$ cat src/rtl/syncflag_pkg.sv
package syncflag_pkg;

   localparam int OP_W = 6;
   typedef logic [OP_W-1:0] opcode_t;

   // wait family, ordinals fixed by the instruction set
   localparam opcode_t OPC_WAIT_DONE = 6'd4;
   localparam opcode_t OPC_WAIT_EQ   = 6'd5;
   localparam opcode_t OPC_WAIT_NE   = 6'd6;
   localparam opcode_t OPC_WAIT_GT   = 6'd7;
   localparam opcode_t OPC_WAIT_GE   = 6'd8;
   localparam opcode_t OPC_WAIT_LT   = 6'd9;
   localparam opcode_t OPC_SYNC_ADD  = 6'd10;
   // completion register accessors (restricted slot)
   localparam opcode_t OPC_RD_DONE   = 6'd21;
   localparam opcode_t OPC_WR_DONE   = 6'd22;
   localparam opcode_t OPC_RD_PUB    = 6'd23;
   localparam opcode_t OPC_WR_PUB    = 6'd24;

   typedef enum logic [2:0] {
      CND_DONE = 3'd0,
      CND_EQ   = 3'd1,
      CND_NE   = 3'd2,
      CND_GT   = 3'd3,
      CND_GE   = 3'd4,
      CND_LT   = 3'd5
   } wait_cond_e;

   function automatic logic is_wait_op(opcode_t op);
      return (op >= OPC_WAIT_DONE) && (op <= OPC_WAIT_LT);
   endfunction

   function automatic wait_cond_e cond_of(opcode_t op);
      opcode_t delta;
      delta = op - OPC_WAIT_DONE;
      return wait_cond_e'(delta[2:0]);
   endfunction

endpackage

$ cat src/rtl/syncflag_cond.sv
module syncflag_cond
   import syncflag_pkg::*;
#(
   parameter int DATA_W     = 32,
   parameter bit SIGNED_CMP = 1'b1
) (
   input  wait_cond_e        cond,
   input  logic [DATA_W-1:0] flag_val,
   input  logic [DATA_W-1:0] operand,
   output logic              met
);

   logic is_eq;
   logic is_gt;
   logic is_lt;

   assign is_eq = (flag_val == operand);

   generate
      if (SIGNED_CMP) begin : g_signed
         assign is_gt = ($signed(flag_val) > $signed(operand));
         assign is_lt = ($signed(flag_val) < $signed(operand));
      end else begin : g_unsigned
         assign is_gt = (flag_val > operand);
         assign is_lt = (flag_val < operand);
      end
   endgenerate

   always_comb begin
      unique case (cond)
         CND_DONE: met = |flag_val;
         CND_EQ:   met = is_eq;
         CND_NE:   met = !is_eq;
         CND_GT:   met = is_gt;
         CND_GE:   met = !is_lt;
         CND_LT:   met = is_lt;
         default:  met = 1'b0;
      endcase
   end

endmodule

$ cat src/rtl/syncflag_bank.sv
module syncflag_bank #(
   parameter int NUM_FLAGS = 16,
   parameter int DATA_W    = 32,
   localparam int IDX_W    = $clog2(NUM_FLAGS)
) (
   input  logic                        clk,
   input  logic                        rst_n,
   input  logic                        add_en,
   input  logic [IDX_W-1:0]            add_idx,
   input  logic [DATA_W-1:0]           add_amt,
   input  logic                        evt_en,
   input  logic [IDX_W-1:0]            evt_idx,
   input  logic [DATA_W-1:0]           evt_amt,
   input  logic [IDX_W-1:0]            sel_idx,
   output logic [DATA_W-1:0]           sel_val,
   output logic [NUM_FLAGS*DATA_W-1:0] flag_vec
);

   logic [DATA_W-1:0] flag_q [NUM_FLAGS];

   generate
      for (genvar g = 0; g < NUM_FLAGS; g++) begin : g_flag
         logic              hit_ins;
         logic              hit_evt;
         logic [DATA_W-1:0] inc_ins;
         logic [DATA_W-1:0] inc_evt;

         assign hit_ins = add_en && (add_idx == IDX_W'(g));
         assign hit_evt = evt_en && (evt_idx == IDX_W'(g));
         assign inc_ins = hit_ins ? add_amt : '0;
         assign inc_evt = hit_evt ? evt_amt : '0;

         always_ff @(posedge clk) begin
            if (!rst_n) begin
               flag_q[g] <= '0;
            end else if (hit_ins || hit_evt) begin
               flag_q[g] <= flag_q[g] + inc_ins + inc_evt;
            end
         end

         assign flag_vec[g*DATA_W +: DATA_W] = flag_q[g];
      end
   endgenerate

   assign sel_val = flag_q[sel_idx];

endmodule

$ cat src/rtl/syncflag_compreg.sv
module syncflag_compreg #(
   parameter int DATA_W = 32
) (
   input  logic              clk,
   input  logic              rst_n,
   input  logic              wr_done,
   input  logic              wr_pub,
   input  logic              rd_done,
   input  logic              rd_pub,
   input  logic [DATA_W-1:0] wdata,
   output logic              rd_valid,
   output logic [DATA_W-1:0] rd_data,
   output logic [DATA_W-1:0] done_val
);

   logic [DATA_W-1:0] done_q;
   logic [DATA_W-1:0] pub_q;

   always_ff @(posedge clk) begin
      if (!rst_n) begin
         done_q   <= '0;
         pub_q    <= '0;
         rd_valid <= 1'b0;
         rd_data  <= '0;
      end else begin
         if (wr_done) done_q <= wdata;
         if (wr_pub)  pub_q  <= wdata;
         rd_valid <= rd_done || rd_pub;
         if (rd_done) begin
            rd_data <= done_q;
         end else if (rd_pub) begin
            rd_data <= pub_q;
         end
      end
   end

   assign done_val = done_q;

endmodule

$ cat src/rtl/syncflag_unit.sv
module syncflag_unit
   import syncflag_pkg::*;
#(
   parameter int NUM_FLAGS  = 16,
   parameter int DATA_W     = 32,
   parameter bit SIGNED_CMP = 1'b1,
   parameter bit COMP_SLOT  = 1'b1,
   localparam int IDX_W     = $clog2(NUM_FLAGS)
) (
   input  logic              clk,
   input  logic              rst_n,
   input  logic              ins_valid,
   input  logic              ins_slot,
   input  logic [OP_W-1:0]   ins_op,
   input  logic [IDX_W-1:0]  ins_flag,
   input  logic [DATA_W-1:0] ins_operand,
   output logic              stall,
   input  logic              evt_valid,
   input  logic [IDX_W-1:0]  evt_flag,
   input  logic [DATA_W-1:0] evt_amount,
   output logic              rd_valid,
   output logic [DATA_W-1:0] rd_data
);

   generate
      if (NUM_FLAGS < 2 || (NUM_FLAGS & (NUM_FLAGS - 1)) != 0) begin : g_bad_flags
         $error("syncflag_unit: NUM_FLAGS must be a power of two, at least 2");
      end
      if (DATA_W < 2) begin : g_bad_width
         $error("syncflag_unit: DATA_W must be at least 2");
      end
   endgenerate

   // decode
   logic       op_wait;
   logic       op_add;
   logic       slot_ok;
   logic       comp_go;
   wait_cond_e cond;

   assign op_wait = ins_valid && is_wait_op(ins_op);
   assign op_add  = ins_valid && (ins_op == OPC_SYNC_ADD);
   assign slot_ok = (ins_slot == COMP_SLOT);
   assign comp_go = ins_valid && slot_ok;
   assign cond    = cond_of(ins_op);

   logic [DATA_W-1:0]           sel_val;
   logic [NUM_FLAGS*DATA_W-1:0] flag_vec;
   logic [DATA_W-1:0]           done_val;
   logic                        cond_met;

   syncflag_bank #(
      .NUM_FLAGS (NUM_FLAGS),
      .DATA_W    (DATA_W)
   ) u_bank (
      .clk      (clk),
      .rst_n    (rst_n),
      .add_en   (op_add),
      .add_idx  (ins_flag),
      .add_amt  (ins_operand),
      .evt_en   (evt_valid),
      .evt_idx  (evt_flag),
      .evt_amt  (evt_amount),
      .sel_idx  (ins_flag),
      .sel_val  (sel_val),
      .flag_vec (flag_vec)
   );

   syncflag_cond #(
      .DATA_W     (DATA_W),
      .SIGNED_CMP (SIGNED_CMP)
   ) u_cond (
      .cond     (cond),
      .flag_val (sel_val),
      .operand  (ins_operand),
      .met      (cond_met)
   );

   assign stall = op_wait && !cond_met;

   syncflag_compreg #(
      .DATA_W (DATA_W)
   ) u_comp (
      .clk      (clk),
      .rst_n    (rst_n),
      .wr_done  (comp_go && (ins_op == OPC_WR_DONE)),
      .wr_pub   (comp_go && (ins_op == OPC_WR_PUB)),
      .rd_done  (comp_go && (ins_op == OPC_RD_DONE)),
      .rd_pub   (comp_go && (ins_op == OPC_RD_PUB)),
      .wdata    (ins_operand),
      .rd_valid (rd_valid),
      .rd_data  (rd_data),
      .done_val (done_val)
   );

endmodule

$ cat config.mk
export PLATFORM = sky130hd
export DESIGN_NAME = syncflag_unit
export DESIGN_NICKNAME = d
export VERILOG_FILES = /design/src/rtl/syncflag_pkg.sv /design/src/rtl/syncflag_cond.sv /design/src/rtl/syncflag_bank.sv /design/src/rtl/syncflag_compreg.sv /design/src/rtl/syncflag_unit.sv
export SDC_FILE = /design/constraint.sdc
export NUM_CORES = 2
export LEC_CHECK = 0
export BUFFER_PORTS_ARGS = -buffer_cell sky130_fd_sc_hd__buf_2
export CORE_MARGIN = 4
export CORE_UTILIZATION = 35
export CTS_CLUSTER_DIAMETER = 30
export DETAILED_ROUTE_END_ITERATION = 6
export GPL_ROUTABILITY_DRIVEN = 0
export PLACE_DENSITY = 0.53
export SYNTH_ARGS = -nofsm -noshare
export SYNTH_HDL_FRONTEND = slang
export SYNTH_SLANG_ARGS = --single-unit
$ cat constraint.sdc
create_clock -name clk -period 6.38 [get_ports clk]
set_clock_uncertainty 0.2 [all_clocks]
set_input_delay 1.276 -clock clk [delete_from_list [all_inputs] [get_ports clk]]
set_output_delay 1.276 -clock clk [all_outputs]
set_load 0.03 [all_outputs]
==> flow_metrics.env <==
export IMPL_run_status="finished, violations left"
export IMPL_violations="setup timing"
export IMPL_ctsLongestPathBuffers=3
export IMPL_cts_sinks=609
export IMPL_synth_edff_count=512
export IMPL_critical_path_max_stage_delay_ns=0.57
export IMPL_grt_pass1_vias=63000
export IMPL_placementRows=160
export IMPL_post_route_drc_count=0
export IMPL_synth_cells=7495
export IMPL_synth_cell_types=77
export IMPL_post_synth_top_count_cell="sky130_fd_sc_hd__inv_1"
export IMPL_vias=60400
export IMPL_power_ir_vdd_worst_mv=0.232
export IMPL_multi_input_area_um2=45000
export IMPL_die_y_um=445
export IMPL_synth_async_reset_ratio_pct=0
export IMPL_grt_start_max_net_pins=44
export IMPL_dominantRegCellSynth="sky130_fd_sc_hd__edfxtp_1"
export IMPL_synthTopCellsByArea="sky130_fd_sc_hd__edfxtp_1, sky130_fd_sc_hd__fa_1, sky130_fd_sc_hd__ha_1"
export IMPL_worstPathArrival_ns=5.32
export IMPL_synth_area_per_cell_um2=8.94
export IMPL_floorplan_die_area_um2=198000
export IMPL_rsz0062_at_grt="true"
export IMPL_crit_start_category="input pin"
export IMPL_hold_violations=0
export IMPL_setup_ws_ns=-0.414
export IMPL_detailedRoute_firstIterationViolations=4396
export IMPL_register_area_um2=17300
export IMPL_clkLatencyLatePin_ns=0.87
export IMPL_fp_dieW_um=445
export IMPL_area_growth_syn_to_layout_pct=29.6
export IMPL_synth_top_area_cell="sky130_fd_sc_hd__edfxtp_1"
export IMPL_timing_worst_slew_pin_value_ns=1.10
export IMPL_sequential_to_total_area_share_from_yosys_stat_pct=25.9
export IMPL_route_final_wire_length_mm=244
export IMPL_dp_hpwl_mm=194
export IMPL_synth_yosys_warnings=0
export IMPL_wl_per_cell_um=21.4
export IMPL_synthesis_nets=8602
export IMPL_critPathCaptureType="output pin"
export IMPL_globalRoute_totalOverflow=0
export IMPL_pin_count=117
export IMPL_share_of_the_clock_period_used_by_the_worst_path_after_layout_pct=106
export IMPL_power_density_nw_per_um2=200
export IMPL_antenna_found_initial=15
export IMPL_tritoncts="done"
export IMPL_hold_path_class="flip-flop to flip-flop"
export IMPL_setup_violations=1
export IMPL_critical_path_peak_fanout=6
export IMPL_critical_path_required_ns=4.90
export IMPL_final_period_minus_worst_setup_slack_ns=6.79
export IMPL_post_synth_most_frequent_cells="sky130_fd_sc_hd__inv_1, sky130_fd_sc_hd__nand2_1, sky130_fd_sc_hd__nor2_1"
export IMPL_numCtsBuffers=228
export IMPL_layout_core_utilization_pct=45.6
export IMPL_start_util_pct=35.2
export IMPL_clk_transition_reported_paths_ns=0.04
export IMPL_maxSlewViolCount=0
export IMPL_finish_net_count=9782
export IMPL_achievable_frequency_mhz=147
export IMPL_fillerInstances=18200
export IMPL_cts_hold_repair_buffers=0
export IMPL_portBuffers=116
export IMPL_grtUsageTotal_pct=24.4
export IMPL_first_pass_iters=6
export IMPL_route_detailed_vias_per_inst=5.31
export IMPL_cts_htree_levels=4
export IMPL_dp_slack_ns=-0.998
export IMPL_core_area_um2=190000
export IMPL_drtAntennaViolNets=0
export IMPL_max_cap_violations=0
export IMPL_cts_root_buf="sky130_fd_sc_hd__clkbuf_16"
export IMPL_share_of_final_layout_standard_cells_stronger_than_drive_strength_1_pct=21.2
export IMPL_ys_seq_elements=609
export IMPL_finalInstanceArea_um2=86800
export IMPL_first_pass_grt_wire_length_mm=370
export IMPL_critical_path_slowest_cell="sky130_fd_sc_hd__mux4_2"
export IMPL_criticalPathCategory="input pin to output pin"
export IMPL_power_total_mw=17.4
export IMPL_synth_largest_type_area_fraction_pct=23.0
export IMPL_power_leakage_nw=41.1
export IMPL_worst_slew_margin_rel_pct=26.7
export IMPL_post_dp_cell_area_um2=78500
export IMPL_worstPathCellList="clkbuf_16 -> buf_12 -> buf_4 -> mux4_2 -> mux4_2 -> ha_4 -> a21o_1 -> a21o_1 -> a21oi_2 -> nor2_2 -> a211oi_2 -> o221ai_4 -> a41oi_4 -> mux2i_4 -> xnor2_1 -> o21ai_1 -> o2111a_2 -> buf_6"
export IMPL_post_synth_instance_area_um2=67000
[state kept, by name, indices dropped and copies added, names as in the netlist]
signal	cells
u_bank.flag_q	512
u_comp.done_val	32
u_comp.pub_q	32
u_comp.rd_data	32
u_comp.rd_valid	1
[cell families after synthesis]
kind of cell             count (synthesis)  synth area share, %
AND/OR/NAND/NOR                       2553                 17.2
multiplexers                           193                 5.87
buffers and inverters                 1399                 7.97
XOR/XNOR                               405                 5.30
flip-flops                             609                 25.9
AO/OA/AOI/OAI                         1312                 12.9
adder cells (fa/ha/maj)               1024                 24.9
[critical path, delay by kind of cell]
family / cells / cell delay, ns
XOR/XNOR: 1 / 0.10
adder cells (fa/ha/maj): 1 / 0.18
buffers and inverters: 4 / 0.57
multiplexers: 3 / 1.46
AO/OA/AOI/OAI: 8 / 1.61
AND/OR/NAND/NOR: 1 / 0.08
[area by class of cell]
class	count	area share, %
Tap cell	2511	3.62
Clock inverter	109	1.34
Timing Repair Buffer	1266	11.4
Clock buffer	306	7.21
Multi-Input combinational cell	5487	51.8
Sequential cell	609	20.0
Antenna cell	8	0.0231
Inverter	1083	4.68
[cell usage in the layout (no fill, tap or decap), types with 59 or more instances in the layout]
cell                        count
sky130_fd_sc_hd__a211oi_1      59
sky130_fd_sc_hd__a21boi_0      75
sky130_fd_sc_hd__a21o_1       214
sky130_fd_sc_hd__a21oi_1      348
sky130_fd_sc_hd__and2_1       236
sky130_fd_sc_hd__buf_2        111
sky130_fd_sc_hd__buf_4       1102
sky130_fd_sc_hd__clkbuf_1      62
sky130_fd_sc_hd__clkbuf_16    238
sky130_fd_sc_hd__dfxtp_1       97
sky130_fd_sc_hd__edfxtp_1     512
sky130_fd_sc_hd__fa_1         512
sky130_fd_sc_hd__ha_1         495
sky130_fd_sc_hd__inv_1       1081
sky130_fd_sc_hd__mux4_2       160
sky130_fd_sc_hd__nand2_1     1000
sky130_fd_sc_hd__nand3_1       76
sky130_fd_sc_hd__nor2_1       628
sky130_fd_sc_hd__nor2b_1       67
sky130_fd_sc_hd__nor3_1       250
sky130_fd_sc_hd__o21ai_0      203
sky130_fd_sc_hd__o21bai_1      60
sky130_fd_sc_hd__xnor2_1      218
sky130_fd_sc_hd__xor2_1       187
[path summary, 6_finish.rpt]
| kind | cells past startpoint | end | start | slack [ns] |
|---|---|---|---|---|
| worst min-delay path | 2 | u_comp.done_val[9]$_SDFFE_PN0P_ | u_comp.done_val[9]$_SDFFE_PN0P_ | 0.26 |
| worst min register to register | 2 | u_comp.done_val[9]$_SDFFE_PN0P_ | u_comp.done_val[9]$_SDFFE_PN0P_ | 0.26 |
| worst max-delay path | 18 | stall | ins_flag[0] | -0.41 |
| worst max register to register | 17 | u_bank.flag_q[9][31]$_SDFFCE_PN0P_ | u_bank.flag_q[9][1]$_SDFFCE_PN0P_ | 1.56 |
[routing by layer]
layer | global-route usage (%) | share of wire, % | vias to the layer above | routed length [um]
met5 | 0 | 0.014 | - | 34
met4 | 10.9 | 4.7 | 4 | 11400
met3 | 3.89 | 7.1 | 479 | 17300
met2 | 41.1 | 47 | 1980 | 115000
met1 | 31.0 | 41 | 30200 | 100000
li1 | - | - | 27700 | -
[power breakdown]
group | switching (mW) | internal (mW) | leakage [nW]
Combinational | 1.28 | 0.890 | 31.5
Clock | 3.32 | 7.29 | 3.57
Sequential | 0.137 | 4.47 | 6.09
[stage by stage]
step	instances	setup TNS (ns)	hold WS, ns
after global placement	10900	-79.27	0.249
after detailed placement	10900	-91.92	0.255
after floorplan	7495	-0.107	0.240
final	11400	-0.414	0.258
after global routing	11400	-0.493	0.278
after CTS	11400	-0.340	0.261
[timing repair]
item,CTS,global route
endpoints found under the hold margin,0,0
cloned,4,0
gates resized for setup,60,23
setup buffers,33,0
pin swaps,21,6
setup endpoints to repair,4,13
No activity file was read; power rests on OpenSTA's default activity.
